===== src/rtl/hs_pkg.sv =====
package hs_pkg;

    typedef enum logic {
        REF_A = 1'b0,
        REF_B = 1'b1
    } ref_e;

    typedef struct packed {
        logic sw;
        logic hold;
    } sel_ctl_t;

    function automatic logic switch_wanted(
        input ref_e cur,
        input logic auto_en,
        input logic man,
        input logic la,
        input logic lb
    );
        logic want;
        if (auto_en) begin
            want = (cur == REF_A) ? (la && !lb) : (lb && !la);
        end else begin
            want = (man != logic'(cur));
        end
        return want;
    endfunction

    function automatic ref_e other_ref(input ref_e cur);
        return (cur == REF_A) ? REF_B : REF_A;
    endfunction

endpackage


===== src/rtl/ref_select.sv =====
module ref_select
    import hs_pkg::*;
(
    input  logic clk,
    input  logic rst,
    input  logic los_a,
    input  logic los_b,
    input  logic auto_en,
    input  logic man_sel,
    input  logic busy,
    output ref_e sel,
    output logic sw_now,
    output logic holdover
);
    sel_ctl_t ctl;

    always_comb begin
        ctl.hold = los_a && los_b;
        ctl.sw   = switch_wanted(sel, auto_en, man_sel, los_a, los_b)
                   && !busy && !ctl.hold;
    end

    assign sw_now = ctl.sw;

    always_ff @(posedge clk) begin
        if (rst) begin
            sel      <= REF_A;
            holdover <= 1'b0;
        end else begin
            holdover <= ctl.hold;
            if (ctl.sw) begin
                sel <= other_ref(sel);
            end
        end
    end
endmodule


===== src/rtl/offset_bank.sv =====
module offset_bank
    import hs_pkg::*;
#(
    parameter int STEP_W = 5,
    parameter int WRAP_W = 3
) (
    input  logic                      clk,
    input  logic                      rst,
    input  logic [STEP_W+WRAP_W-1:0]  err_a,
    input  logic [STEP_W+WRAP_W-1:0]  err_b,
    input  ref_e                      sel,
    input  logic                      dec,
    output logic [STEP_W+WRAP_W-1:0]  off_act,
    output logic [STEP_W+WRAP_W-1:0]  phase_q
);
    localparam int PH_W = STEP_W + WRAP_W;
    localparam logic [PH_W-1:0] STEP = PH_W'(1 << STEP_W);

    logic [PH_W-1:0] err_v [2];
    logic [PH_W-1:0] off_q [2];
    logic [PH_W-1:0] loop_err;

    assign err_v[0] = err_a;
    assign err_v[1] = err_b;
    assign off_act  = off_q[sel];
    assign loop_err = err_v[sel] - off_q[sel];

    for (genvar g = 0; g < 2; g++) begin : g_ref
        always_ff @(posedge clk) begin
            if (rst) begin
                off_q[g] <= '0;
            end else if (logic'(sel) != g[0]) begin
                off_q[g] <= err_v[g] - loop_err;
            end else if (dec) begin
                off_q[g] <= off_q[g] - STEP;
            end
        end
    end

    always_ff @(posedge clk) begin
        if (rst) begin
            phase_q <= '0;
        end else begin
            phase_q <= loop_err;
        end
    end
endmodule


===== src/rtl/swallow_seq.sv =====
module swallow_seq (
    input  logic clk,
    input  logic rst,
    input  logic k_nz,
    input  logic block,
    input  logic ack,
    output logic req,
    output logic busy,
    output logic dec
);
    logic issue;

    assign issue = !busy && k_nz && !block;
    assign dec   = busy && ack;

    always_ff @(posedge clk) begin
        if (rst) begin
            req  <= 1'b0;
            busy <= 1'b0;
        end else begin
            req <= issue;
            if (issue) begin
                busy <= 1'b1;
            end else if (dec) begin
                busy <= 1'b0;
            end
        end
    end
endmodule


===== src/rtl/hitless_refsw.sv =====
module hitless_refsw
    import hs_pkg::*;
#(
    parameter int STEP_W = 5,
    parameter int WRAP_W = 3
) (
    input  logic                     clk,
    input  logic                     rst,
    input  logic [STEP_W+WRAP_W-1:0] err_a,
    input  logic [STEP_W+WRAP_W-1:0] err_b,
    input  logic                     los_a,
    input  logic                     los_b,
    input  logic                     man_sel,
    input  logic                     auto_en,
    input  logic                     swallow_ack,
    output logic [STEP_W+WRAP_W-1:0] phase_out,
    output logic                     active_sel,
    output logic [STEP_W-1:0]        dac_code,
    output logic                     swallow_req,
    output logic                     holdover
);
    localparam int PH_W = STEP_W + WRAP_W;

    ref_e            sel;
    logic            sw_now;
    logic            swl_busy;
    logic            swl_dec;
    logic            k_nz;
    logic [PH_W-1:0] off_act;

    ref_select u_sel (
        .clk      (clk),
        .rst      (rst),
        .los_a    (los_a),
        .los_b    (los_b),
        .auto_en  (auto_en),
        .man_sel  (man_sel),
        .busy     (swl_busy),
        .sel      (sel),
        .sw_now   (sw_now),
        .holdover (holdover)
    );

    offset_bank #(.STEP_W(STEP_W), .WRAP_W(WRAP_W)) u_off (
        .clk     (clk),
        .rst     (rst),
        .err_a   (err_a),
        .err_b   (err_b),
        .sel     (sel),
        .dec     (swl_dec),
        .off_act (off_act),
        .phase_q (phase_out)
    );

    assign k_nz = |off_act[PH_W-1:STEP_W];

    swallow_seq u_swl (
        .clk   (clk),
        .rst   (rst),
        .k_nz  (k_nz),
        .block (sw_now),
        .ack   (swallow_ack),
        .req   (swallow_req),
        .busy  (swl_busy),
        .dec   (swl_dec)
    );

    assign active_sel = logic'(sel);
    assign dac_code   = off_act[STEP_W-1:0];
endmodule


===== config.mk =====
export PLATFORM = sky130hd
export DESIGN_NAME = hitless_refsw
export DESIGN_NICKNAME = d
export VERILOG_FILES = /design/src/rtl/hs_pkg.sv /design/src/rtl/ref_select.sv /design/src/rtl/offset_bank.sv /design/src/rtl/swallow_seq.sv /design/src/rtl/hitless_refsw.sv
export SDC_FILE = /design/constraint.sdc
export NUM_CORES = 1
export LEC_CHECK = 0
export CORE_MARGIN = 2
export CORE_UTILIZATION = 51
export DETAILED_ROUTE_END_ITERATION = 16
export PLACE_DENSITY = 0.88
export SYNTH_ARGS = -nofsm -noshare
export SYNTH_HDL_FRONTEND = slang
export SYNTH_SLANG_ARGS = --single-unit

===== constraint.sdc =====
create_clock -name clk -period 4.5 [get_ports clk]
set_clock_uncertainty 0.05 [all_clocks]
set_input_delay 0.9 -clock clk [delete_from_list [all_inputs] [get_ports clk]]
set_output_delay 0.9 -clock clk [all_outputs]
set_load 0.02 [all_outputs]

Yosys cells after proc, flatten, opt, wreduce, memory -nomap -nowiden:

Memories as Yosys holds them, arrays and structs flattened. A register that Yosys moved wholly into a read port is not among the register bits.
Cells that the tools add are included.

* $add $sub $neg: 5
* magnitude comparators: 1
* bitwise logic cells: 5
* equality and inequality tests: 1
* muxes and demuxes: 28
* reduce and logical (&&, ||, !) cells: 15

Operators with widths (count)
* $mux 8: 7
* $sub 8x8->8: 3
* $mux 1: 21
* $sub 8x6->8 const B: 2
* $logic_and 1x1->1: 8
* $logic_not 1->1: 5
* $or 1x1->1: 4
* $reduce_or 3->1: 1
* $ge 2x2->1 const B: 1
* $not 1->2: 1
* $reduce_bool 2->1: 1
* $ne 1x1->1: 1

* memories kept: 1
* register bits: 12
* input bits: 23
* output and inout port bits: 16
* RAM bits: 16

Memories
* u_off.off_q: depth 2, bits a word 8, rd ports 3, clocked after memory_dff 1, wr ports 2, line offset_bank.sv:20 `logic [PH_W-1:0] off_q [2];`

Depth between registers and ports, before layout:

Gate-level depths: netlist (run 1).

* word-level depth: 9
* mapped depth: 15

Modules after synthesis:

Synthesis (run 1) repeated with hierarchy kept, for this count alone.

* cell total of the unflattened synthesis: 220
* area, all modules: 2172.1 um2

By module, submodules not included
* offset_bank: seq. area each 640.6 um2, cells an instance 197, times used 1, area an instance 1954.4 um2
* ref_select: seq. area each 40.0 um2, cells an instance 16, times used 1, area an instance 126.4 um2
* swallow_seq: seq. area each 40.0 um2, cells an instance 6, times used 1, area an instance 85.1 um2
* hitless_refsw: seq. area each 0.0 um2, cells an instance 1, times used 1, area an instance 6.3 um2

Worst setup path before layout (run 1):

No wires, ideal clock.

* path kind: reg-to-reg
* from: register u_sel.sel
* to: memory u_off.off_q[1][7] (netlist name), data pin
* path slack: 256 ps
* required time: 4187 ps
* period minus slack after synthesis: 4244 ps
* stages on the path, launching flop included: 16
* arrival: 3931 ps
* path buffers: 1
* cell sequence: dfxtp_1 -> buf_1 -> mux2_2 -> ha_1 -> nor2_1 -> a21oi_1 -> xnor2_1 -> ha_1 -> o21a_1 -> o31a_1 -> or2_1 -> maj3_2 -> maj3_2 -> maj3_2 -> xnor2_1 -> o22ai_1

RTL lines
* start, declared: line ref_select.sv:11 `output ref_e sel,`
* start signal, assigned: line ref_select.sv:32 `sel <= other_ref(sel);`
* end, declared: line offset_bank.sv:20

==> qor.yml, run 1 <==
detailed_routing:
  post_drt_wl_per_cell_um: 15.2
  vias: 1717
  drc_errors: 0
  top_layer_used: "met4"
  dr.pass1.iters: 4
  drt-met1-wl_um: 2060
  finalWirelength_um: 4870
  drtAntennaViolNets: 0
  wl_met3_um: 193
  viasPerCell: 5.37
  drt_iter0_drc: 85
  dr_wl_met2_um: 2450
synthesis:
  syn_nets: 248
  ys_seq_area_share_pct: 35.7
  yosys_warnings: 0
  synthCells: 205
  yosysUniqueCellTypes: 39
  netlist_area_um2: 2080
  synth.avg_cell_area_um2: 10.1
  synth-seq-cells: 29
flow_run:
  cap_violations: 0
global_route:
  grt.overflow.total: 0
  grt_use_total_pct: 22.4
  antenna_found_initial: 0
  grt_pass1_vias: 1607
  grt_max_degree: 16
  grt_pass1_wl_um: 7450
cells_and_area:
  drive_above_1_share_pct: 18.1
  instances_no_fill: 320
  nNetsFinal: 312
  final_cell_mix: "clkdlybuf4s50_1 (38), nor2_1 (25), buf_4 (22), inv_1 (18), ha_1 (17)"
  nFillCells: 280
  mostFrequentLayoutCell: "clkdlybuf4s50_1"
  diodes: 0
  syn_to_final_growth_pct: 33.3
  multi_input_area_um2: 1270
  register_area_um2: 741
sta:
  slew_headroom_pct: 58.6
  setup_viol: 0
  maxSlewViolCount: 0
  fin_crit_ps: 4410
  final_hold_viol_count: 0
  worstMarginPinSlew_ps: 620
  fmax_ghz: 0.227
  period_share_pct: 98.1
floorplanning:
  core_um2: 3970
  rows: 23
  start_util_pct: 52.3
  io_pins: 39
  dieArea_um2: 4600
  die_h_um: 67.8
  die_x_um: 67.8
worst_hold_path:
  hp-class: "reg2reg"
  min_to: "u_swl.busy$_SDFFE_PP0P_"
  whs_path_depth: 1
  min_from: "u_swl.busy$_SDFFE_PP0P_"
clock_network:
  clock_sink_count: 29
  ctsHtreeMaxLevel: 2
  clk_pin_slew_ps: 70
  insertion_delay_ps: 280
  cts-root-buf: "clkbuf_8"
  cts_hold_buf: 0
  cts_resized: 0
  cts_tree: "done"
  cts_setup_buffers: 0
  clock_path_buffers: 2
  cts_buffers: 5
critical_path:
  cp.required_ps: 4480
  timing.reg2reg.setup_slack_ps: 570
  critPathCaptureType: "flop"
  critPathMaxFanout: 4
  reg2reg_depth: 14
  r2r-end: "u_off.off_q[1][7]$_SDFFCE_PN0P_"
  critPathArrivalTime_ps: 4390
  crit_type: "in2reg"
  worst_setup_path_start_kind: "input port"
placement:
  gp_congestion: 0.862
  hpwl_um: 3790
  post-place-cells: 312
  place.port_buffers: 38
status:
  status: "finished, final reports clean"
==> worst max-delay path, cell delays in order <==
cell and delay [ps]:
clkdlybuf4s50_1 420, mux2i_1 150, ha_1 190, inv_1 60, fa_1 420, xnor2_2 180
ha_1 330, o21a_1 180, o31a_1 110, or2_1 220, maj3_2 330, maj3_2 310
maj3_2 340, xnor2_2 180, o22ai_1 90
==> layer usage <==
metal  vias up  global-route usage (%)
met2        52                    39.0
met5         -                       0
li1        843                       -
met1       806                    27.6
met3        16                    3.62
met4         0                    9.50
==> cell type report <==
class                      instances  share of cell area, %
clock buffer                       5                   2.49
clock inverter                     3                  0.452
inverter                          19                   2.58
multi-input combinational        154                   45.8
sequential                        29                   26.8
tap                               50                   2.26
timing repair buffer              60                   19.7
==> state kept, by name, indices dropped and copies added (netlist names), named ones only <==
register / cells
u_swl.busy: 1
u_off.off_q: 16
u_swl.req: 1
u_sel.holdover: 1
u_off.phase_q: 8
u_sel.sel: 1
==> synth_stat cells, drive strengths merged <==
library cell | n | area share, %
mux2 | 7 | 3.8
o21ai | 3 | 0.72
or2 | 1 | 0.30
a31o | 1 | 0.42
a211oi | 3 | 1.1
buf | 2 | 0.42
nor2b | 5 | 1.5
and3 | 2 | 0.60
fa | 3 | 2.9
maj3 | 10 | 5.2
edfxtp | 16 | 23
a2111oi | 1 | 1.3
o22ai | 6 | 1.8
o21a | 3 | 1.1
inv | 19 | 3.4
clkbuf | 1 | 0.18
nor4 | 1 | 0.30
nor2 | 26 | 4.8
nand2 | 5 | 0.90
o31a | 1 | 0.42
a21oi | 10 | 2.6
a21o | 3 | 1.1
ha | 17 | 10
mux2i | 9 | 4.3
nand3 | 4 | 0.96
nand2b | 2 | 0.60
xor2 | 10 | 4.6
xnor2 | 18 | 8.0
dfxtp | 13 | 13
nor3 | 2 | 0.48
and2 | 1 | 0.30
==> worst max path at each step <==
stage | start | endpoint | slack [ps] | cells past startpoint
6_report | err_b[0] | u_off.off_q[1][7]$_SDFFCE_PN0P_ | 90 | 15
5_1_grt | err_a[0] | u_off.off_q[1][7]$_SDFFCE_PN0P_ | -20 | 15
4_1_cts | err_b[0] | u_off.off_q[1][7]$_SDFFCE_PN0P_ | 40 | 15
3_5_place_dp | err_b[0] | u_off.off_q[1][7]$_SDFFCE_PN0P_ | -230 | 15
3_3_place_gp | err_b[0] | u_off.off_q[1][7]$_SDFFCE_PN0P_ | -70 | 15
2_1_floorplan | u_sel.sel$_SDFFE_PP0P_ | u_off.off_q[1][7]$_SDFFCE_PN0P_ | 260 | 15
==> cells by family (layout without fill, tap and decap cells) <==
logic type | Yosys count | in the layout | synth area share [%]
AOI/OAI and AO/OA | 31 | 31 | 10.5
xor gates and xnor gates | 28 | 28 | 12.5
adders and majority gates | 30 | 30 | 18.3
buffers and inverters | 22 | 87 | 4.04
DFF | 29 | 29 | 35.7
muxes | 16 | 16 | 8.13
and+or+nand+nor | 49 | 49 | 10.8
==> through the flow <==
step	util [%]	hold slack (ps)	cell area [um^2]	setup TNS (ps)	setup WS [ps]
6_report	69.7	528	2770	0	87.4
2_1_floorplan	-	449	2080	0	256
5_1_grt	69.7	550	2770	-19.4	-19.4
3_5_place_dp	67.3	505	2670	-520	-233
3_3_place_gp	67.3	497	2670	-80.9	-73.0
4_1_cts	69.3	522	2750	0	40.2
Power of run 1 is not shown: default switching activity piles up to over one toggle a cycle in this logic, so the estimate is an artifact.
==> run 2: changes to the inputs <==
--- a/config.mk
+++ b/config.mk
@@ -9,6 +9,8 @@
 export CORE_UTILIZATION = 51
 export DETAILED_ROUTE_END_ITERATION = 16
 export PLACE_DENSITY = 0.88
+export RECOVER_POWER = 50
+export SLEW_MARGIN = 40
 export SYNTH_ARGS = -nofsm -noshare
 export SYNTH_HDL_FRONTEND = slang
 export SYNTH_SLANG_ARGS = --single-unit
==> qor.yml, run 2 (synthesis results as in run 1) <==
cells_and_area:
  drive_above_1_share_pct: 18.1  # unchanged
  nNetsFinal: 312  # unchanged
  top_register: "u_off.off_q"
  mostFrequentLayoutCell: "clkdlybuf4s50_1"
  final_cell_mix: "clkdlybuf4s50_1 (26), nor2_1 (25), buf_4 (22), inv_1 (18), ha_1 (17)"
  nFillCells: 280  # unchanged
  largest_reg_flops: 16  # unchanged
  syn_to_final_growth_pct: 33.3  # unchanged
  instances_no_fill: 320  # unchanged
  top_regs: "u_off.off_q (16), u_off.phase_q (8)"
  diodes: 0  # unchanged
clock_network:
  clock_path_buffers: 2  # unchanged
  cts_tree: "done"
  clock_sink_count: 29  # unchanged
  insertion_delay_ps: 280  # about the same
  ctsHtreeMaxLevel: 2  # unchanged
  clk_pin_slew_ps: 70  # about the same
  cts_buffers: 5  # unchanged
  cts_setup_buffers: 0  # unchanged
  cts-root-buf: "clkbuf_8"
  cts_hold_buf: 0  # unchanged
floorplanning:
  core_um2: 3970  # unchanged
  io_pins: 39  # unchanged
  die_x_um: 67.8  # unchanged
  die_h_um: 67.8  # unchanged
  rows: 23  # unchanged
  dieArea_um2: 4600  # unchanged
  start_util_pct: 52.3  # unchanged
global_route:
  grt_pass1_wl_um: 7450  # unchanged
  grt_use_total_pct: 22.4  # unchanged
  grt.overflow.total: 0  # unchanged
  grt_pass1_vias: 1607  # unchanged
  grt_max_degree: 16  # unchanged
  antenna_found_initial: 0  # unchanged
critical_path:
  cp.required_ps: 4480  # about the same
  crit_family: "adder cells"
  critPathCaptureType: "flop"
  r2r-end: "u_off.off_q[1][7]$_SDFFCE_PN0P_"
  cp_cell_sequence: "clkdlybuf4s50_1 -> mux2_2 -> fa_1 -> xnor2_2 -> ha_1 -> o21a_1 -> o31a_1 -> or2_1 -> maj3_2 -> maj3_2 -> maj3_2 -> xnor2_2 -> o22ai_1"
  crit_slowest_cell: "clkdlybuf4s50_1"
  timing.reg2reg.setup_slack_ps: 580  # about the same
  cp_common_cell: "maj3_2"
  worst_setup_path_start_kind: "input port"
  crit_type: "in2reg"
  reg2reg_depth: 14  # unchanged
  critPathArrivalTime_ps: 4380  # about the same
  crit_buf_inv: 1  # -1
  cp_slowest_stage_delay_ps: 460  # +40 ps
  critPathMaxFanout: 4  # unchanged
placement:
  gp_congestion: 0.862  # unchanged
  place.port_buffers: 38  # unchanged
  hpwl_um: 3790  # unchanged
  post-place-cells: 312  # unchanged
detailed_routing:
  finalWirelength_um: 4880  # +0.16%
  vias: 1727  # +0.58%
  drt_iter0_drc: 88  # +3.5%
  drc_errors: 0  # unchanged
  post_drt_wl_per_cell_um: 15.2  # +0.16%
  dr.pass1.iters: 4  # unchanged
  drtAntennaViolNets: 0  # unchanged
  viasPerCell: 5.40  # +0.58%
worst_hold_path:
  min_to: "u_swl.busy$_SDFFE_PP0P_"
  min_from: "u_swl.busy$_SDFFE_PP0P_"
  hp-class: "reg2reg"
  whs_path_depth: 1  # unchanged
sta:
  final_hold_viol_count: 0  # unchanged
  period_share_pct: 97.7  # -0.34 points
  worstMarginPinSlew_ps: 621  # +0.907 ps
  finalSetupTns_ps: 0  # unchanged
  setup_viol: 0  # unchanged
  fmax_ghz: 0.227  # +0.35%
  slew_headroom_pct: 58.5  # -0.067 points
  maxSlewViolCount: 0  # unchanged
  fin_crit_ps: 4400  # -15.4 ps
status:
  status: "finished, final reports clean"
flow_run:
  cap_violations: 0  # unchanged
run 2: worst max path at each step:
stage               slack [ps]  cells after the start                   start                         endpoint
detailed placement        -230                     15                err_b[0]  u_off.off_q[1][7]$_SDFFCE_PN0P_
finish                     100                     13                err_a[1]  u_off.off_q[1][7]$_SDFFCE_PN0P_
CTS                         40                     15                err_b[0]  u_off.off_q[1][7]$_SDFFCE_PN0P_
global route               -20                     15                err_a[0]  u_off.off_q[1][7]$_SDFFCE_PN0P_
global placement           -70                     15                err_b[0]  u_off.off_q[1][7]$_SDFFCE_PN0P_
floorplan                  260                     15  u_sel.sel$_SDFFE_PP0P_  u_off.off_q[1][7]$_SDFFCE_PN0P_
run 2: repair_timing:
item	CTS	global route
endpoints found under the hold margin	0	0
gates resized for setup	0	2
setup endpoints to repair	0	2
run 2: stage by stage:
stage	worst slack (ps)	hold slack (ps)	cell area [um^2]	util, %
finish	103	529	2770	69.7
global route	-19.4	550	2770	69.7
CTS	40.2	522	2750	69.3
floorplan	256	449	2080	-
detailed placement	-233	505	2670	67.3
global placement	-73.0	497	2670	67.3
run 2: layout make-up:
class,count,area (um^2),area share [%]
well taps,50,62.6,2.26
clock inverters,3,12.5,0.452
flip-flops and latches,29,741,26.8
inverters,19,71.3,2.58
clock buffers,5,68.8,2.49
repair buffers,60,546,19.7
multi-input cells,154,1270,45.8
run 2: layer usage:
layer	GRT usage [%]	share of wire (%)	up-vias
li1	-	-	843
met1	27.6	42	812
met2	39.0	51	56
met3	3.62	4.6	16
met4	9.50	3.3	0
met5	0	0	-
Power of run 2 is left out for the same reason.
